$ cat src/rtl/irq_dest_pkg.sv
package irq_dest_pkg;

   typedef struct packed {
      logic        present;
      logic        ext;
      logic        cluster;
      logic [7:0]  phys_id;
      logic [7:0]  log_id;
      logic [31:0] ext_id;
   } agent_t;

   typedef enum logic [1:0] {
      SH_LOOKUP   = 2'd0,
      SH_SELF     = 2'd1,
      SH_ALL      = 2'd2,
      SH_ALL_BUT  = 2'd3
   } shorthand_e;

endpackage

$ cat src/rtl/irq_dest_table.sv
module irq_dest_table
   import irq_dest_pkg::*;
#(
   parameter int N_AGENTS = 16,
   localparam int IDX_W   = (N_AGENTS > 1) ? $clog2(N_AGENTS) : 1
) (
   input  logic             clk,
   input  logic             rst_n,
   input  logic             wr_en,
   input  logic [IDX_W-1:0] wr_idx,
   input  agent_t           wr_entry,
   output agent_t           entries [N_AGENTS]
);

   for (genvar g = 0; g < N_AGENTS; g++) begin : g_entry
      always_ff @(posedge clk or negedge rst_n) begin
         if (!rst_n) begin
            entries[g] <= '0;
         end else if (wr_en && (wr_idx == IDX_W'(g))) begin
            entries[g] <= wr_entry;
         end
      end
   end

endmodule

$ cat src/rtl/irq_dest_match.sv
module irq_dest_match
   import irq_dest_pkg::*;
(
   input  agent_t      agent,
   input  logic [31:0] dest,
   input  logic        logical,
   output logic        hit
);

   logic all_ones;
   logic cl_ok;

   always_comb begin
      all_ones = (dest == 32'hFFFF_FFFF);
      cl_ok    = (dest[7:4] == 4'hF) || (dest[7:4] == agent.log_id[7:4]);
      hit      = 1'b0;
      if (!logical) begin
         if (agent.ext) begin
            hit = (agent.ext_id == dest);
         end else begin
            hit = (agent.phys_id == dest[7:0]) || (dest == 32'h0000_00FF);
         end
      end else begin
         if (agent.ext) begin
            hit = all_ones ||
                  ((dest[31:16] == agent.ext_id[31:16]) &&
                   (|(dest[15:0] & agent.ext_id[15:0])));
         end else if (agent.cluster) begin
            hit = cl_ok && (|(dest[3:0] & agent.log_id[3:0]));
         end else begin
            hit = |(dest[7:0] & agent.log_id);
         end
      end
      hit = hit && agent.present;
   end

endmodule

$ cat src/rtl/irq_dest_lowest.sv
module irq_dest_lowest #(
   parameter int N_AGENTS    = 16,
   parameter int LOWEST_IMPL = 0
) (
   input  logic [N_AGENTS-1:0] mask_in,
   output logic [N_AGENTS-1:0] mask_out
);

   if (LOWEST_IMPL == 0) begin : g_arith
      always_comb mask_out = mask_in & (~mask_in + N_AGENTS'(1));
   end else begin : g_ripple
      logic [N_AGENTS:0] seen;
      always_comb begin
         seen[0] = 1'b0;
         for (int i = 0; i < N_AGENTS; i++) begin
            mask_out[i] = mask_in[i] && !seen[i];
            seen[i+1]   = seen[i] || mask_in[i];
         end
      end
   end

endmodule

$ cat src/rtl/irq_dest_resolver.sv
module irq_dest_resolver
   import irq_dest_pkg::*;
#(
   parameter int N_AGENTS    = 16,
   parameter int LOWEST_IMPL = 0,
   localparam int IDX_W      = (N_AGENTS > 1) ? $clog2(N_AGENTS) : 1
) (
   input  logic                clk,
   input  logic                rst_n,
   input  logic                cfg_we,
   input  logic [IDX_W-1:0]    cfg_idx,
   input  logic [7:0]          cfg_phys_id,
   input  logic [31:0]         cfg_ext_id,
   input  logic [7:0]          cfg_log_id,
   input  logic                cfg_cluster,
   input  logic                cfg_ext,
   input  logic                cfg_present,
   input  logic                req_valid,
   input  logic [31:0]         req_dest,
   input  logic                req_logical,
   input  logic [1:0]          req_shorthand,
   input  logic [IDX_W-1:0]    req_sender,
   input  logic                req_lowest,
   output logic                out_valid,
   output logic [N_AGENTS-1:0] out_mask
);

   if (N_AGENTS < 2 || N_AGENTS > 256) begin : g_bad_count
      $error("irq_dest_resolver: N_AGENTS must lie in 2..256");
   end
   if (LOWEST_IMPL != 0 && LOWEST_IMPL != 1) begin : g_bad_impl
      $error("irq_dest_resolver: LOWEST_IMPL must be 0 or 1");
   end

   agent_t              entries [N_AGENTS];
   agent_t              wr_entry;
   logic [N_AGENTS-1:0] hits;
   logic [N_AGENTS-1:0] present_v;
   logic [N_AGENTS-1:0] sender_oh;
   logic [N_AGENTS-1:0] lookup_mask;
   logic [N_AGENTS-1:0] raw_mask;
   logic [N_AGENTS-1:0] low_mask;
   logic                phys_bcast;

   always_comb begin
      wr_entry.present = cfg_present;
      wr_entry.ext     = cfg_ext;
      wr_entry.cluster = cfg_cluster;
      wr_entry.phys_id = cfg_phys_id;
      wr_entry.log_id  = cfg_log_id;
      wr_entry.ext_id  = cfg_ext_id;
   end

   irq_dest_table #(.N_AGENTS(N_AGENTS)) u_table (
      .clk      (clk),
      .rst_n    (rst_n),
      .wr_en    (cfg_we),
      .wr_idx   (cfg_idx),
      .wr_entry (wr_entry),
      .entries  (entries)
   );

   for (genvar g = 0; g < N_AGENTS; g++) begin : g_agent
      irq_dest_match u_match (
         .agent   (entries[g]),
         .dest    (req_dest),
         .logical (req_logical),
         .hit     (hits[g])
      );
      assign present_v[g] = entries[g].present;
   end

   always_comb begin
      phys_bcast  = !req_logical && (req_dest == 32'hFFFF_FFFF);
      sender_oh   = N_AGENTS'(1) << req_sender;
      lookup_mask = phys_bcast ? '1 : hits;
      case (shorthand_e'(req_shorthand))
         SH_SELF:    raw_mask = present_v & sender_oh;
         SH_ALL:     raw_mask = present_v;
         SH_ALL_BUT: raw_mask = present_v & ~sender_oh;
         default:    raw_mask = lookup_mask;
      endcase
   end

   irq_dest_lowest #(.N_AGENTS(N_AGENTS), .LOWEST_IMPL(LOWEST_IMPL)) u_lowest (
      .mask_in  (raw_mask),
      .mask_out (low_mask)
   );

   always_ff @(posedge clk or negedge rst_n) begin
      if (!rst_n) begin
         out_valid <= 1'b0;
         out_mask  <= '0;
      end else begin
         out_valid <= req_valid;
         if (req_valid) begin
            out_mask <= req_lowest ? low_mask : raw_mask;
         end
      end
   end

endmodule

$ cat config.mk
export PLATFORM = sky130hd
export DESIGN_NAME = irq_dest_resolver
export DESIGN_NICKNAME = d
export VERILOG_FILES = /design/src/rtl/irq_dest_pkg.sv /design/src/rtl/irq_dest_table.sv /design/src/rtl/irq_dest_match.sv /design/src/rtl/irq_dest_lowest.sv /design/src/rtl/irq_dest_resolver.sv
export SDC_FILE = /design/constraint.sdc
export NUM_CORES = 2
export LEC_CHECK = 0
export BUFFER_PORTS_ARGS = -buffer_cell sky130_fd_sc_hd__buf_4
export CAP_MARGIN = 20
export CORE_ASPECT_RATIO = 0.8
export CORE_MARGIN = 2
export CORE_UTILIZATION = 57
export CTS_CLUSTER_DIAMETER = 200
export DETAILED_ROUTE_END_ITERATION = 10
export GPL_TIMING_DRIVEN = 0
export MAX_ROUTING_LAYER = met4
export PLACE_DENSITY = 0.77
export SETUP_SLACK_MARGIN = 0.1
export SKIP_LAST_GASP = 1
export SYNTH_ARGS = -nofsm -noshare
export SYNTH_HDL_FRONTEND = slang
export SYNTH_SLANG_ARGS = --single-unit
$ cat constraint.sdc
create_clock -name clk -period 2.94 [get_ports clk]
set_clock_uncertainty 0.2 [all_clocks]
set_input_delay 0.294 -clock clk [delete_from_list [all_inputs] [get_ports clk]]
set_output_delay 0.294 -clock clk [all_outputs]
set_load 0.005 [all_outputs]
After elaboration in Yosys (flattened, before gate mapping). Index checks and enable logic that the tools add are counted.

Register bits: 833. Input bits: 99. Output and inout bits: 17. Word-level logic and storage cells: 468.

Add/subtract/negate cells: 1. Eq/ne operators: 85. Shift operators: 1. Multiplexer cells: 67. Bitwise gates (word level): 53. Reductions and logical operators: 163.

Operators by type and width (count): == test 32 bit (16); bitwise AND 16 bit (19); == test 16 bit (16); OR reduction 16 bit (16); bitwise AND 8 bit (16); == test 8 bit (16); OR reduction 8 bit (16); logical AND 1 bit (65); bitwise AND 4 bit (16); == test 4 bit (16); two-way mux 1 bit (64); OR reduction 4 bit (16); logical OR 1 bit (48); case mux 16 bit (3 select lines) (1); == test 4 bit (second input constant) (9); == test 32 bit (second input constant) (1); == test 32 x 8 -> 1 bit (second input constant) (1); two-way mux 16 bit (2); inverter 16 bit (2); adder 16 x 1 -> 16 bit (second input constant) (1); == test 4 x 3 -> 1 bit (second input constant) (4); left shift 1 x 4 -> 16 bit (first input constant) (1); == test 4 x 2 -> 1 bit (second input constant) (2); == test 2 bit (second input constant) (2); other kinds (4) (4).

Depth between registers and ports, before layout.
Depth in word-level cells: 13. Depth in mapped cells: 12. Mapped depth without buffers: 10.

Cells and area by module. From an unflattened synthesis, not the netlist that was laid out.

Cell total of the unflattened synthesis: 3546. Area, all modules: 44899.3 µm².

Modules (own cells, without submodules): irq_dest_table (times used 1, cells an instance 1793, area each 30359.1 µm², sequential area each 20419.6 µm²); irq_dest_match (times used 16, cells an instance 96, area each 802.0 µm², sequential area each 0.0 µm²); irq_dest_resolver (times used 1, cells an instance 186, area each 1471.4 µm², sequential area each 425.4 µm²); irq_dest_lowest (times used 1, cells an instance 31, area each 236.5 µm², sequential area each 0.0 µm²).

Worst setup path before layout. OpenSTA, ideal clock, no wires.

Kind: input-to-reg. Start point: input req_dest[17]. End point: register out_mask[8]. Library setup time: 0.120 ns. Data arrival time: 2.779 ns. Required time: 2.620 ns. Setup slack: -0.159 ns. Stages: 11. Buffers on the path: 2. Cells stage by stage: buf_4 or4_1 or4_4 or2_1 buf_2 a211o_1 a311oi_2 a21o_2 or4_1 o21ai_1 a31o_1.

Word-level cells in the longest chain between the ends: 12. Elaborated cells between the ends (all ways): 90. Those cells by class: add/sub (1); eq/ne (20); mux (30); bitwise (2); reduce/logical (37).

Ends and longest elaborated chain: from (decl) (line irq_dest_resolver.sv:19) `input logic [31:0] req_dest,`; == test 16 bit (line irq_dest_match.sv:26) `((dest[31:16] == agent.ext_id[31:16]) &&`; logical AND 1 bit (line irq_dest_match.sv:26); logical OR 1 bit (line irq_dest_match.sv:25) `hit = all_ones ||`; two-way mux 1 bit (line irq_dest_match.sv:24) `if (agent.ext) begin`; two-way mux 1 bit (line irq_dest_match.sv:17) `if (!logical) begin`; logical AND 1 bit (line irq_dest_match.sv:34) `hit = hit && agent.present;`; two-way mux 16 bit (*) (line irq_dest_resolver.sv:76) `lookup_mask = phys_bcast ? '1 : hits;`; case mux 16 bit (3 select lines) (*) (line irq_dest_resolver.sv:77) `case (shorthand_e'(req_shorthand))`; inverter 16 bit (line irq_dest_lowest.sv:10) `always_comb mask_out = mask_in & (~mask_in + N_AGENTS'(1));`; adder 16 x 1 -> 16 bit (line irq_dest_lowest.sv:10); bitwise AND 16 bit (line irq_dest_lowest.sv:10); two-way mux 16 bit (*) (line irq_dest_resolver.sv:97) `out_mask <= req_lowest ? low_mask : raw_mask;`; to (signal assigned) (line irq_dest_resolver.sv:97); to (decl) (line irq_dest_resolver.sv:25) `output logic [N_AGENTS-1:0] out_mask`.

Every way passes the cells marked *; elsewhere a longest branch is shown, timed or not. A chain may end at the register's enable or synchronous reset.

Final worst setup path.
Start point: register u_table.entries[365] (netlist name). End point: register out_mask[11].

Word-level cells in the longest chain between the ends: 13. Elaborated cells between the ends (all ways): 15. Those cells by class: add/sub (1); eq/ne (1); mux (6); bitwise (3); reduce/logical (4).

Ends and longest elaborated chain: bitwise AND 16 bit (line irq_dest_match.sv:27) `(|(dest[15:0] & agent.ext_id[15:0])));`; OR reduction 16 bit (line irq_dest_match.sv:27); logical AND 1 bit (line irq_dest_match.sv:26); logical OR 1 bit (line irq_dest_match.sv:25); two-way mux 1 bit (line irq_dest_match.sv:24); two-way mux 1 bit (*) (line irq_dest_match.sv:17); logical AND 1 bit (*) (line irq_dest_match.sv:34); two-way mux 16 bit (*) (line irq_dest_resolver.sv:76); case mux 16 bit (3 select lines) (*) (line irq_dest_resolver.sv:77); inverter 16 bit (*) (line irq_dest_lowest.sv:10); adder 16 x 1 -> 16 bit (*) (line irq_dest_lowest.sv:10); bitwise AND 16 bit (*) (line irq_dest_lowest.sv:10); two-way mux 16 bit (*) (line irq_dest_resolver.sv:97).

Marked as above.

==> summary.txt <==
Clk pwr share -> 32.2%
Die area -> 77,400 µm²
Synth Area in Compound Gates -> 3.50%
GRT overflow -> 0
Slowest CP cell -> a2111oi_4
Worst Tran Pin Value -> 1.20 ns
I/O Pins -> 116
CP cell instances -> ha_1 > nor4_1 > nand4_1 > a2111oi_4 > o21ai_1 > a22o_1 > nor4_4 > buf_4 > buf_6 > a41oi_2 > o2bb2ai_1
Avg Vias per Cell -> 6.42
Max Cap Viol -> 0
CTS tree -> done
CTS Sinks -> 833
Final WL -> 133,000 µm
Final Worst Setup Slack -> -0.213 ns
H-tree Lvls -> 3
Post-synth cell types -> 73
Tightest Hold Check Type -> in -> reg
WL/cell -> 28.6 µm
Initial core utilization -> 57.8%
Final Setup Violations -> 15
Mapped Area -> 42,800 µm²
Met3 Usage GRT -> 8.96%
Clk buf depth -> 3
Met1 usage -> 47.7%
Placed Cells -> 4,406
WHS Path Cells -> 2
Failing checks -> negative setup slack
Port bufs -> 97
Post-synth top cells -> dfrtp_1 (833), mux2_2 (817), ha_1 (320)
Clk_lat worst skew -> 0.68 ns
Synthesized net count -> 3,711
Synth area leaders -> dfrtp_1 (49%), mux2_2 (21%), ha_1 (9.3%)
Unrepaired setup endpoints after global routing -> true
Predominant post-synthesis flop cell -> dfrtp_1
Dpl ws -> -1.95 ns
Post-synthesis mux area share -> 21.5%
Fmax -> 0.317 GHz
Reg2Reg Depth -> 11
Final hold vios -> 0
CTS clk-pin slew, worst paths -> 0.07 ns
Max Transition Viols Final -> 0
PwrDens -> 707 nW/µm²
Fin Setup TNS -> -1.92 ns
Setup crit start kind -> register
Share of the synthesized area in the top cell type -> 48.7%
CP required -> 3.33 ns
Antenna violations before repair -> 6
XOR/XNOR share of the synthesized area -> 8.04%
Final Cell Area -> 49,300 µm²
EDFF count, synth -> 0
Layout area overhead -> 15.1%
Worst Path Arrival -> 3.54 ns
Cell Area, Placed -> 45,100 µm²
GRT busiest layer -> met2
Switching pwr -> 10.2 mW
Global-route wire length before repair -> 196,000 µm
Flop pwr share -> 45.8%
Synthesis-stage register bit count -> 833
Sw Ratio -> 29.4%
Layout net count -> 3,998
Die X -> 310 µm
Pin count of the biggest net entering global routing -> 124
Detailed placement HPWL -> 89,000 µm
Rel. slew slack -> 19.7%
CP endpoint kind -> register
Asr flop ratio synth -> 100%
Via count -> 29.9k
Post-route DRC -> 0
Setup CP Type -> reg -> reg
Comb power frac -> 22.0%
Fin cells -> 4,655
Max incr delay on CP -> 0.46 ns
Core ar. -> 74,100 µm²
TritonRoute pass-1 iters -> 7
Most numerous cell in the Yosys netlist -> dfrtp_1
TritonCTS buffer count -> 85
Vias in the first global route -> 30.3k
FP Rows -> 89
Die span in y -> 249 µm
Layout cells sized above 1 -> 33.7%
GPL Wtd Cong -> 0.991
Starting DRT DRC Count -> 3,014
Post-Synthesis Cells -> 3,292
Total track usage -> 35.4%
Status -> finished, violations left
Power, Total -> 34.8 mW
Adder-Cell Fraction of Synth Area -> 9.35%
Internal Dissipation -> 24.6 mW
Met2 Track Usage GR -> 51.7%
Post-synthesis sequential area ratio -> 48.7%
Yosys top cell by area -> dfrtp_1
Worst-path fanout max -> 4
Post-Synth Simple-Gate Area -> 6.85%
Largest family of logic cells by synthesized area -> multiplexers
Antenna viol nets, final -> 0
Syn Area/Cell -> 13.0 µm²
Clock Root Buffer -> clkbuf_16
Warnings from Yosys -> 0
Worst VDD drop -> 0.500 mV
Leakage -> 21.6 nW
Final min period -> 3.15 ns
Final period util -> 107%
## registers in the layout, indices dropped and copies added (netlist names)
signal / count
out_mask: 16
out_valid: 1
u_table.entries: 816
## power by group through the flow
stage | Clock [mW] | Sequential, mW | Combinational, mW
final | 11.2 | 16.0 | 7.66
after global routing | 11.7 | 16.2 | 8.38
after CTS | 11.2 | 15.9 | 7.46
after detailed placement | 0 | 16.1 | 7.17
after global placement | 0 | 15.9 | 6.85
after floorplan | 0 | 15.5 | 5.20
## layout by cell type (no fill, tap or decap), types with 51 or more instances in the layout
master	count
nor2_1	60
clkbuf_16	87
dlygate4sd3_1	55
buf_2	51
ha_1	319
nand4_1	83
mux2_2	817
dfrtp_1	833
buf_4	119
xor2_1	229
clkbuf_1	161
xnor2_1	163
nor4_1	164
## final timing paths
| path | from | endpoint | slack [ns] |
|---|---|---|---|
| worst max-delay path | u_table.entries[365] | out_mask[11] | -0.21 |
| worst min-delay path | req_valid | out_valid | 0.09 |
| worst max register to register | u_table.entries[365] | out_mask[11] | -0.21 |
| worst min register to register | out_mask[5] | out_mask[5] | 0.28 |
| max in group asynchronous | rst_n | u_table.entries[386] | 0.49 |
| min in group asynchronous | rst_n | u_table.entries[94] | 0.14 |
## kinds of logic after synthesis
kind of cell	after synthesis
compound gates	202
flops	833
xor+xnor	393
buf+inv	222
simple gates	505
fa+ha+maj	320
mux	817
## critical path: cells and delay by family, from the launching register on
| kind | cells | cell delay, ns |
|---|---|---|
| buf+inv | 2 | 0.28 |
| fa+ha+maj | 1 | 0.18 |
| compound gates | 5 | 1.15 |
| simple gates | 3 | 0.88 |
| flops | 1 | 0.39 |
## area by class of cell
cell class                      count  area, µm²
Multi-Input combinational cell   2237      21500
Sequential cell                   833      20800
Timing Repair Buffer              200       1890
Clock inverter                     27        307
Inverter                           12       45.0
Antenna cell                        7       17.5
Buffer                            210        916
Fill cell                        5317      24800
Clock buffer                      128       2550
Tap cell                         1001       1250
## through the flow
step,util (%),hold slack [ns]
2_1_floorplan,-,-0.202
3_3_place_gp,60.6,0.212
3_5_place_dp,60.9,0.145
4_1_cts,66.1,0.0841
5_1_grt,66.5,0.100
6_report,66.6,0.0932
## layer usage
layer,wire length (µm),part of all wire (%),vias to the layer above
met5,0,0,-
met4,5910,4.4,0
met3,13200,10,336
met2,58600,44,1391
met1,55300,42,15500
li1,-,-,12700
## repair_timing
action                                  CTS  global route
pin swaps                                17            36
endpoints found under the setup margin   16            16
hold endpoints to repair                397             0
gates resized for setup                  68            40
hold buffers                             56             0
setup buffers                            18             9
No activity file was read; power rests on OpenSTA's default activity.
